**config.mk**
```make
export PLATFORM = sky130hd
export DESIGN_NAME = bus_step_sequencer
export DESIGN_NICKNAME = d
export VERILOG_FILES = /design/src/rtl/bss_pkg.sv /design/src/rtl/bss_step_ctr.sv /design/src/rtl/bss_op_decode.sv /design/src/rtl/bss_strobe_gen.sv /design/src/rtl/bus_step_sequencer.sv
export SDC_FILE = /design/constraint.sdc
export NUM_CORES = 1
export LEC_CHECK = 0
export BUFFER_PORTS_ARGS = -buffer_cell sky130_fd_sc_hd__buf_2
export CAP_MARGIN = 20
export CORE_UTILIZATION = 41
export CTS_CLUSTER_SIZE = 40
export DETAILED_ROUTE_END_ITERATION = 6
export MAX_ROUTING_LAYER = met4
export PLACE_DENSITY = 0.89
export SLEW_MARGIN = 15
export SYNTH_ARGS = -nofsm -noshare
export SYNTH_HDL_FRONTEND = slang
export SYNTH_SLANG_ARGS = --single-unit
```
**constraint.sdc**
```tcl
create_clock -name clk -period 4.5 [get_ports clk]
set_input_delay 0.225 -clock clk [delete_from_list [all_inputs] [get_ports clk]]
set_output_delay 0.225 -clock clk [all_outputs]
set_load 0.02 [all_outputs]
```
**src/rtl/bss_pkg.sv**
```systemverilog
package bss_pkg;

   localparam int STEP_W = 3;

   typedef enum logic [STEP_W-1:0] {
      ST_F1 = 3'd1,
      ST_F2 = 3'd2,
      ST_F3 = 3'd3,
      ST_X4 = 3'd4,
      ST_X5 = 3'd5,
      ST_X6 = 3'd6,
      ST_X7 = 3'd7
   } step_e;

   typedef enum logic [1:0] {
      ALU_PASS = 2'd0,
      ALU_ADD  = 2'd1
   } alu_op_e;

   localparam int DRV_PC   = 0;
   localparam int DRV_MDR  = 1;
   localparam int DRV_Z    = 2;
   localparam int DRV_GPR0 = 3;

endpackage

```
**src/rtl/bss_step_ctr.sv**
```systemverilog
module bss_step_ctr
   import bss_pkg::*;
(
   input  logic              clk,
   input  logic              rst,
   input  logic              end_i,
   input  logic              stall_i,
   output logic [STEP_W-1:0] step_o
);

   step_e step_q;

   always_ff @(posedge clk) begin
      if (rst) begin
         step_q <= ST_F1;
      end else if (end_i) begin
         step_q <= ST_F1;
      end else if (!stall_i) begin
         step_q <= step_e'(step_q + 3'd1);
      end
   end

   assign step_o = step_q;

endmodule

```
**src/rtl/bss_op_decode.sv**
```systemverilog
module bss_op_decode #(
   parameter int          OP_W   = 4,
   parameter int          RW     = 3,
   parameter logic [OP_W-1:0] ADD_OP = 4'h1,
   localparam int         IR_W   = OP_W + 2*RW
) (
   input  logic [IR_W-1:0] ir_word,
   output logic            is_add,
   output logic [RW-1:0]   dst_idx,
   output logic [RW-1:0]   ptr_idx
);

   logic [OP_W-1:0] opcode;

   assign opcode  = ir_word[IR_W-1 -: OP_W];
   assign dst_idx = ir_word[2*RW-1 -: RW];
   assign ptr_idx = ir_word[RW-1:0];
   assign is_add  = (opcode == ADD_OP);

endmodule

```
**src/rtl/bss_strobe_gen.sv**
```systemverilog
module bss_strobe_gen
   import bss_pkg::*;
#(
   parameter int NREG = 8,
   parameter int RW   = 3,
   localparam int NDRV = DRV_GPR0 + NREG
) (
   input  logic [STEP_W-1:0] step,
   input  logic              is_add,
   input  logic              mem_done,
   input  logic [RW-1:0]     dst_idx,
   input  logic [RW-1:0]     ptr_idx,
   output logic [NDRV-1:0]   bus_drv,
   output logic              pc_in,
   output logic              mar_in,
   output logic              ir_in,
   output logic              y_in,
   output logic              z_in,
   output logic [NREG-1:0]   gpr_in,
   output logic              alu_sel_y,
   output logic [1:0]        alu_op,
   output logic              mem_read,
   output logic              end_o,
   output logic              stall_o
);

   logic in_f1, in_f2, in_f3, in_x4, in_x5, in_x6, in_x7;
   logic drv_ptr, drv_dst, ld_dst;

   assign in_f1 = (step == ST_F1);
   assign in_f2 = (step == ST_F2);
   assign in_f3 = (step == ST_F3);
   assign in_x4 = (step == ST_X4) && is_add;
   assign in_x5 = (step == ST_X5) && is_add;
   assign in_x6 = (step == ST_X6) && is_add;
   assign in_x7 = (step == ST_X7) && is_add;

   assign stall_o = !mem_done && (in_f3 || in_x6);
   assign end_o   = in_x7 || (!is_add && (step >= ST_X4));

   assign drv_ptr = in_x4;
   assign drv_dst = in_x5;
   assign ld_dst  = in_x7;

   always_comb begin
      bus_drv[DRV_PC]  = in_f1;
      bus_drv[DRV_MDR] = (in_f3 || in_x6) && mem_done;
      bus_drv[DRV_Z]   = in_f2 || in_x7;
   end

   for (genvar k = 0; k < NREG; k++) begin : g_gpr
      assign bus_drv[DRV_GPR0+k] = (drv_ptr && (ptr_idx == RW'(k)))
                                || (drv_dst && (dst_idx == RW'(k)));
      assign gpr_in[k] = ld_dst && (dst_idx == RW'(k));
   end

   assign pc_in     = in_f2;
   assign mar_in    = in_f1 || in_x4;
   assign ir_in     = in_f3 && mem_done;
   assign y_in      = in_x5;
   assign z_in      = in_f1 || (in_x6 && mem_done);
   assign alu_sel_y = in_x6 && mem_done;
   assign alu_op    = (in_f1 || (in_x6 && mem_done)) ? ALU_ADD : ALU_PASS;
   assign mem_read  = in_f1 || in_x4;

endmodule

```
**src/rtl/bus_step_sequencer.sv**
```systemverilog
module bus_step_sequencer
   import bss_pkg::*;
#(
   parameter int              NREG   = 8,
   parameter int              OP_W   = 4,
   parameter logic [OP_W-1:0] ADD_OP = 4'h1,
   localparam int             RW     = $clog2(NREG),
   localparam int             IR_W   = OP_W + 2*RW,
   localparam int             NDRV   = DRV_GPR0 + NREG
) (
   input  logic              clk,
   input  logic              rst,
   input  logic [IR_W-1:0]   ir_word,
   input  logic              mem_done,
   output logic [STEP_W-1:0] step_o,
   output logic [NDRV-1:0]   bus_drv,
   output logic              pc_in,
   output logic              mar_in,
   output logic              ir_in,
   output logic              y_in,
   output logic              z_in,
   output logic [NREG-1:0]   gpr_in,
   output logic              alu_sel_y,
   output logic [1:0]        alu_op,
   output logic              mem_read,
   output logic              end_o
);

   initial begin
      assert (NREG >= 2) else $fatal(1, "NREG must be at least 2");
      assert (OP_W >= 1) else $fatal(1, "OP_W must be at least 1");
   end

   logic          is_add;
   logic [RW-1:0] dst_idx;
   logic [RW-1:0] ptr_idx;
   logic          stall;

   bss_step_ctr u_ctr (
      .clk     (clk),
      .rst     (rst),
      .end_i   (end_o),
      .stall_i (stall),
      .step_o  (step_o)
   );

   bss_op_decode #(
      .OP_W   (OP_W),
      .RW     (RW),
      .ADD_OP (ADD_OP)
   ) u_dec (
      .ir_word (ir_word),
      .is_add  (is_add),
      .dst_idx (dst_idx),
      .ptr_idx (ptr_idx)
   );

   bss_strobe_gen #(
      .NREG (NREG),
      .RW   (RW)
   ) u_gen (
      .step      (step_o),
      .is_add    (is_add),
      .mem_done  (mem_done),
      .dst_idx   (dst_idx),
      .ptr_idx   (ptr_idx),
      .bus_drv   (bus_drv),
      .pc_in     (pc_in),
      .mar_in    (mar_in),
      .ir_in     (ir_in),
      .y_in      (y_in),
      .z_in      (z_in),
      .gpr_in    (gpr_in),
      .alu_sel_y (alu_sel_y),
      .alu_op    (alu_op),
      .mem_read  (mem_read),
      .end_o     (end_o),
      .stall_o   (stall)
   );

endmodule

```
* After elaboration in Yosys (flattened, before gate mapping)
Index checks and enable logic that the tools add are counted. Widths: inputs -> output; s select.
Storage, ports and cells: flip-flop bits (word level) 3, input port bits 13, output and inout port bits 32, word-level logic and storage cells 77
Cells by class: add/subtract/negate cells 1, $lt $le $gt $ge 1, equal/unequal tests 22, multiplexer cells 1, reduce and logical (&&, ||, !) cells 51
Operators with widths (number):
- $eq 3x3->1 const B | 12
- $logic_and 1x1->1 | 33
- $eq 3x2->1 const B | 6
- $logic_or 1x1->1 | 13
- $eq 3x1->1 const B | 3
- $logic_not 3->1 | 2
- $eq 4x1->1 const B | 1
- $add 3x1->3 const B | 1
- $ge 3x3->1 const B | 1
- $logic_not 1->1 | 2
- $reduce_or 2->1 | 1
- $mux 1 | 1

* Longest topological paths before layout
word-level depth 5, depth in mapped cells 6, gate-level depth less buffers 5

* Hierarchy
From an unflattened synthesis, not the netlist that was laid out.
Unflattened totals: cells, all modules 78, area, all modules 551.8 um^2
Modules (own cells, without submodules):
- bss_strobe_gen | times used 1, cells an instance 60, area each 366.6 um^2, seq. area each 0.0 um^2
- bss_step_ctr | times used 1, cells an instance 11, area each 125.1 um^2, seq. area each 60.1 um^2
- bss_op_decode | times used 1, cells an instance 7, area each 60.1 um^2, seq. area each 0.0 um^2

* Worst setup path after synthesis
OpenSTA, ideal clock, no wires.
path type reg-to-output, from register u_ctr.step_q[2], in the netlist u_ctr.step_o[2], to output port bus_drv[3], arrival time 1606 ps, required time 4275 ps, path slack 2669 ps, cell stages (with the launch flop) 4, path through dfxtp_1 clkbuf_1 nand4b_1 o32ai_1
On the way: longest elaborated chain between the ends 4, elaborated cells between the ends (all ways) 7, classes of those cells 2 x eq/ne; 5 x reduce/logical
Ends and longest elaborated chain:
- from (decl) | line bss_step_ctr.sv:11 | step_e step_q;
- from (signal assigned) | line bss_step_ctr.sv:19 | step_q <= step_e'(step_q + 3'd1);
- $eq 3x3->1 (on tied branches) | line bss_strobe_gen.sv:33, bss_strobe_gen.sv:34
- $logic_and 1x1->1 (on tied branches) | line bss_strobe_gen.sv:33, bss_strobe_gen.sv:34
- $logic_and 1x1->1 (on tied branches) | line bss_strobe_gen.sv:52, bss_strobe_gen.sv:53
- $logic_or 1x1->1 (*) | line bss_strobe_gen.sv:53 | || (drv_dst && (dst_idx == RW'(k)));
- to (decl) | line bus_step_sequencer.sv:16 | output logic [NDRV-1:0] bus_drv,
Mark *: on every way between the ends. The rest lies on a longest branch, timed or not.

* Worst setup path after layout
from input port ir_word[7], to output port bus_drv[3]
On the way: longest elaborated chain between the ends 4, elaborated cells between the ends (all ways) 6, classes of those cells 1 x eq/ne; 5 x reduce/logical
Ends and longest elaborated chain:
- from (decl) | line bus_step_sequencer.sv:13 | input logic [IR_W-1:0] ir_word,
- $eq 4x1->1 (*) | line bss_op_decode.sv:18 | assign is_add = (opcode == ADD_OP);
- $logic_and 1x1->1 (on tied branches) | line bss_strobe_gen.sv:33, bss_strobe_gen.sv:34
- $logic_and 1x1->1 (on tied branches) | line bss_strobe_gen.sv:52, bss_strobe_gen.sv:53
- $logic_or 1x1->1 (*) | line bss_strobe_gen.sv:53
Marked as above.

==> results by stage <==
Power and ir drop:
- The power density of the placed cells is 465.6 nW/µm².
- The leakage dissipation is 0.0004313 µW.
- IR analysis of the VDD net gives a maximum drop of 0.2978 mV.

STA:
- Between clock sinks in the finished design, the worst skew comes to 0.3020 ps.
- The worst relative slew slack is 39.56%.
- Based on the critical path, the design can be clocked at up to between 0.4 and 0.5 GHz.
- The transition time of the tightest slew-check pin is between 900 and 1000 ps.
- The setup TNS is 0 ps.
- The number of setup violations in the final report is 0.
- Setup repair after global routing left no endpoint under its margin.
- The ratio of final minimum period to clock period is 48.84%.
- The clock period minus worst slack is 2198 ps.
- The total count of max-transition violations in the final report was 0.
- The final-report hold violation count was 0.

Routing:
- For this block, the via count after detailed routing is 723.
- For this run, the detailed router's first-pass iteration total came to 4.
- Dividing the detail-routed wire length by the instance count gives 11.22 µm.
- The DRC violation count after routing is 0.
- In this run the remaining antenna-violating nets after routing total 0.
- The vias per cell is 5.201.
- Summed over all layers, the routed wires come to 1.559 mm.
- The count of routing violations after the opening detailed-route iteration is 15.

Critical path:
- The critical path ends at bus_drv[3].
- The dominant cell type by count on the critical path is buf_2.
- The critical path in this run is classified as input port to output pin.
- The capture point of the worst reg-to-reg path is u_ctr.step_o[2].
- Traced cell by cell, the critical path runs through buf_2 -> nor4b_2 -> nand4b_1 -> o32ai_1 -> buf_2.
- STA classifies the critical path startpoint as an input port.
- The critical path startpoint is ir_word[7].
- The endpoint class of the critical path is an output pin.
- In this run the worst path has a maximum fanout of 12.
- The cell type of the slowest stage on the worst timing path is nor4b_2.
- The worst reg-to-reg path cell count is 5.
- On the worst path, the slowest cell contributes a delay of around 800 ps.
- The worst register-to-register path begins at u_ctr.step_o[2].
- The required time at the worst-slack endpoint is 4280 ps.
- The internal reg-to-reg setup slack is a little under 3000 ps.
- Data on the critical path arrives at its endpoint at 1970 ps.

Clocking:
- Once the clock tree was built, the setup fixing pass inserted 0 buffers.
- Clock latency on the worst-skew pair, taken at its later pin, is 230 ps.
- The number of levels in the clock H-tree is 1.
- The cell chosen for the clock root is clkbuf_4.
- Clock-pin slew was measured on the worst setup and hold paths at 30 ps.
- The total of cells resized after clock tree synthesis is 0.
- Hold repair after CTS inserted 0 buffers.
- TritonCTS built the clock tree.
- The largest buffer count on any clock path is 2.
- The total CTS buffers is 3.
- The sink count of the clock tree is 3.

Final layout:
- The final design utilization is roughly three fifths.
- The share of final-layout standard cells stronger than drive strength 1 is 39.52%.
- The flip-flop count of the largest register after layout is 3.
- The diode insertion count for antenna repair is 0.
- Leaving out filler cells and counting taps, the final layout contains about 140.
- The layout overhead on the synthesized area is 37.66%.
- For this run, the post-layout net count is around 140.

Run:
- The tool flagged a number of max-cap violations equal to 0.

Die:
- The row count is 13.
- The full die area is 1564 µm².
- The vertical die dimension is 39.55 µm.
- The area of the placeable core is 1301 µm².
- The initial standard-cell utilization of the core is 44.42%.
- The horizontal extent of the die is slightly below 40 µm.
- For this design the top-level I/O count stands at 45.

Global routing:
- The remaining global-route overflow is 0.
- Entering global routing, the biggest net connects 18 pins.
- The first global-routing pass estimated 2.001 mm of wire.
- The number of antenna violations at the first check in global routing is 0.
- The number of global-route vias before repair came to 526.
- The total routing usage reported by global routing is 18.94%.

Placement:
- The final weighted congestion in routability-driven placement is around 0.77.
- The number of placed instances, taps included, is 135.
- After legalization and detailed placement, the total HPWL measured 1.299 mm.
- The quantity of I/O buffers inserted on ports is 43.

Run status:
- The flow ran to the end, and the final reports show no timing, DRC or antenna violations.

Synth:
- The commonest cells after synthesis are nor2_1 (12), nand2_1 (8), inv_1 (7).
- The share of synthesized flip-flops with an asynchronous set or reset is 0%.
- Synthesis inferred 3 register bits.
- The per-instance average area after synthesis is about 6.9 µm².
- Synthesis handed over a netlist of 84 instances.
- The library cell with the highest instance count after synthesis is nor2_1.
- The fraction of post-synthesis cell area in the top cell type by area is between 10 and 15%.
- The number of nets in the synthesized netlist is slightly above 100.
- The fraction of the yosys area taken by sequential cells is 10.39%.
- The Yosys step of the flow raised 0 warnings.
- The most used flip-flop cell after synthesis is dfxtp_1.
- The count of flip-flops with a built-in enable after synthesis is 0.
- The library cell with the largest summed area after synthesis is ha_1.
- Sorting the synthesized cells by area gives the leading types as ha_1 (13%), dfxtp_1 (10%), nor2_1 (7.8%), nand2b_1 (6.5%), o22ai_1 (6.5%).
- The number of different library cells in the post-synthesis netlist is 31.
- In this run the cell area of the synthesized design comes to 578.1 µm².

Hold path:
- The startpoint identified for the worst hold timing path is mem_done.
- The kind of path behind the tightest hold check is input port to flop.
## layer usage
layer	global-route usage, %	up-vias	routed length (µm)
met5	-	-	0
met1	18.79	315	636
li1	-	379	-
met4	7.759	0	0
met2	37.70	29	813
met3	0.5682	0	110
## cells by family (layout without fill, tap and decap cells)
group,Yosys count,count (layout),share of synthesized area [%]
simple gates,43,43,42.43
compound gates,16,16,19.92
buf+inv,14,54,11.91
fa+ha+maj,6,6,12.99
flops,3,3,10.39
other cells,1,1,0.6487
mux,1,1,1.732
## metrics by stage
stage	power, µW	hold slack [ps]	setup slack, ps	instance area (µm²)
after global routing	399.2	434.3	2132	795.8
final	370.5	424.0	2302	795.8
after global placement	319.5	610.3	2385	769.5
after floorplan	269.4	523.3	2669	578.1
after CTS	375.6	402.8	2310	795.8
after detailed placement	326.3	622.2	2299	769.5
## worst min-delay path by stage
stage / slack (ps) / end / cells past startpoint
5_1_grt: 430 / u_ctr.step_o[1] / 3
4_1_cts: 400 / u_ctr.step_o[1] / 3
3_3_place_gp: 610 / u_ctr.step_o[0] / 2
6_report: 420 / u_ctr.step_o[0] / 3
3_5_place_dp: 620 / u_ctr.step_o[1] / 3
2_1_floorplan: 520 / u_ctr.step_o[1] / 3
## power breakdown
part / leakage (µW) / internal (µW) / switching, µW
clock network: 0.0000150 / 33.2 / 12.8
logic: 0.000391 / 89.6 / 166
registers: 0.0000249 / 39.4 / 29.7
total: 0.000431 / 162 / 208
## worst max-delay path, delay by kind of cell
kind            cells  cell delay [ps]
simple gates        2             1120
compound gates      1              310
buf+inv             2              330
## final cells by class
type | instances | area [µm²]
fillers | 127 | 505.5
multi-input cells | 67 | 449.2
repair buffers | 43 | 215.2
flip-flops and latches | 3 | 60.06
clock buffers | 4 | 26.28
inverters | 7 | 26.28
well taps | 15 | 18.77
## layout by cell type (no fill, tap or decap), drive strengths merged
master,count
buf,43
nor2,12
nand2,8
inv,7
nand2b,6
o22ai,6
ha,6
clkbuf,4
nand4,3
o32ai,3
dfxtp,3
o21ai,2
nand4b,2
nand3,2
or3,2
nor4b,1
and2,1
and3,1
or2,1
nand3b,1
or4b,1
o311ai,1
or4,1
mux2i,1
a31oi,1
a311oi,1
nand4bb,1
o311a,1
o21bai,1
conb,1
No activity file was read; power rests on OpenSTA's default activity.
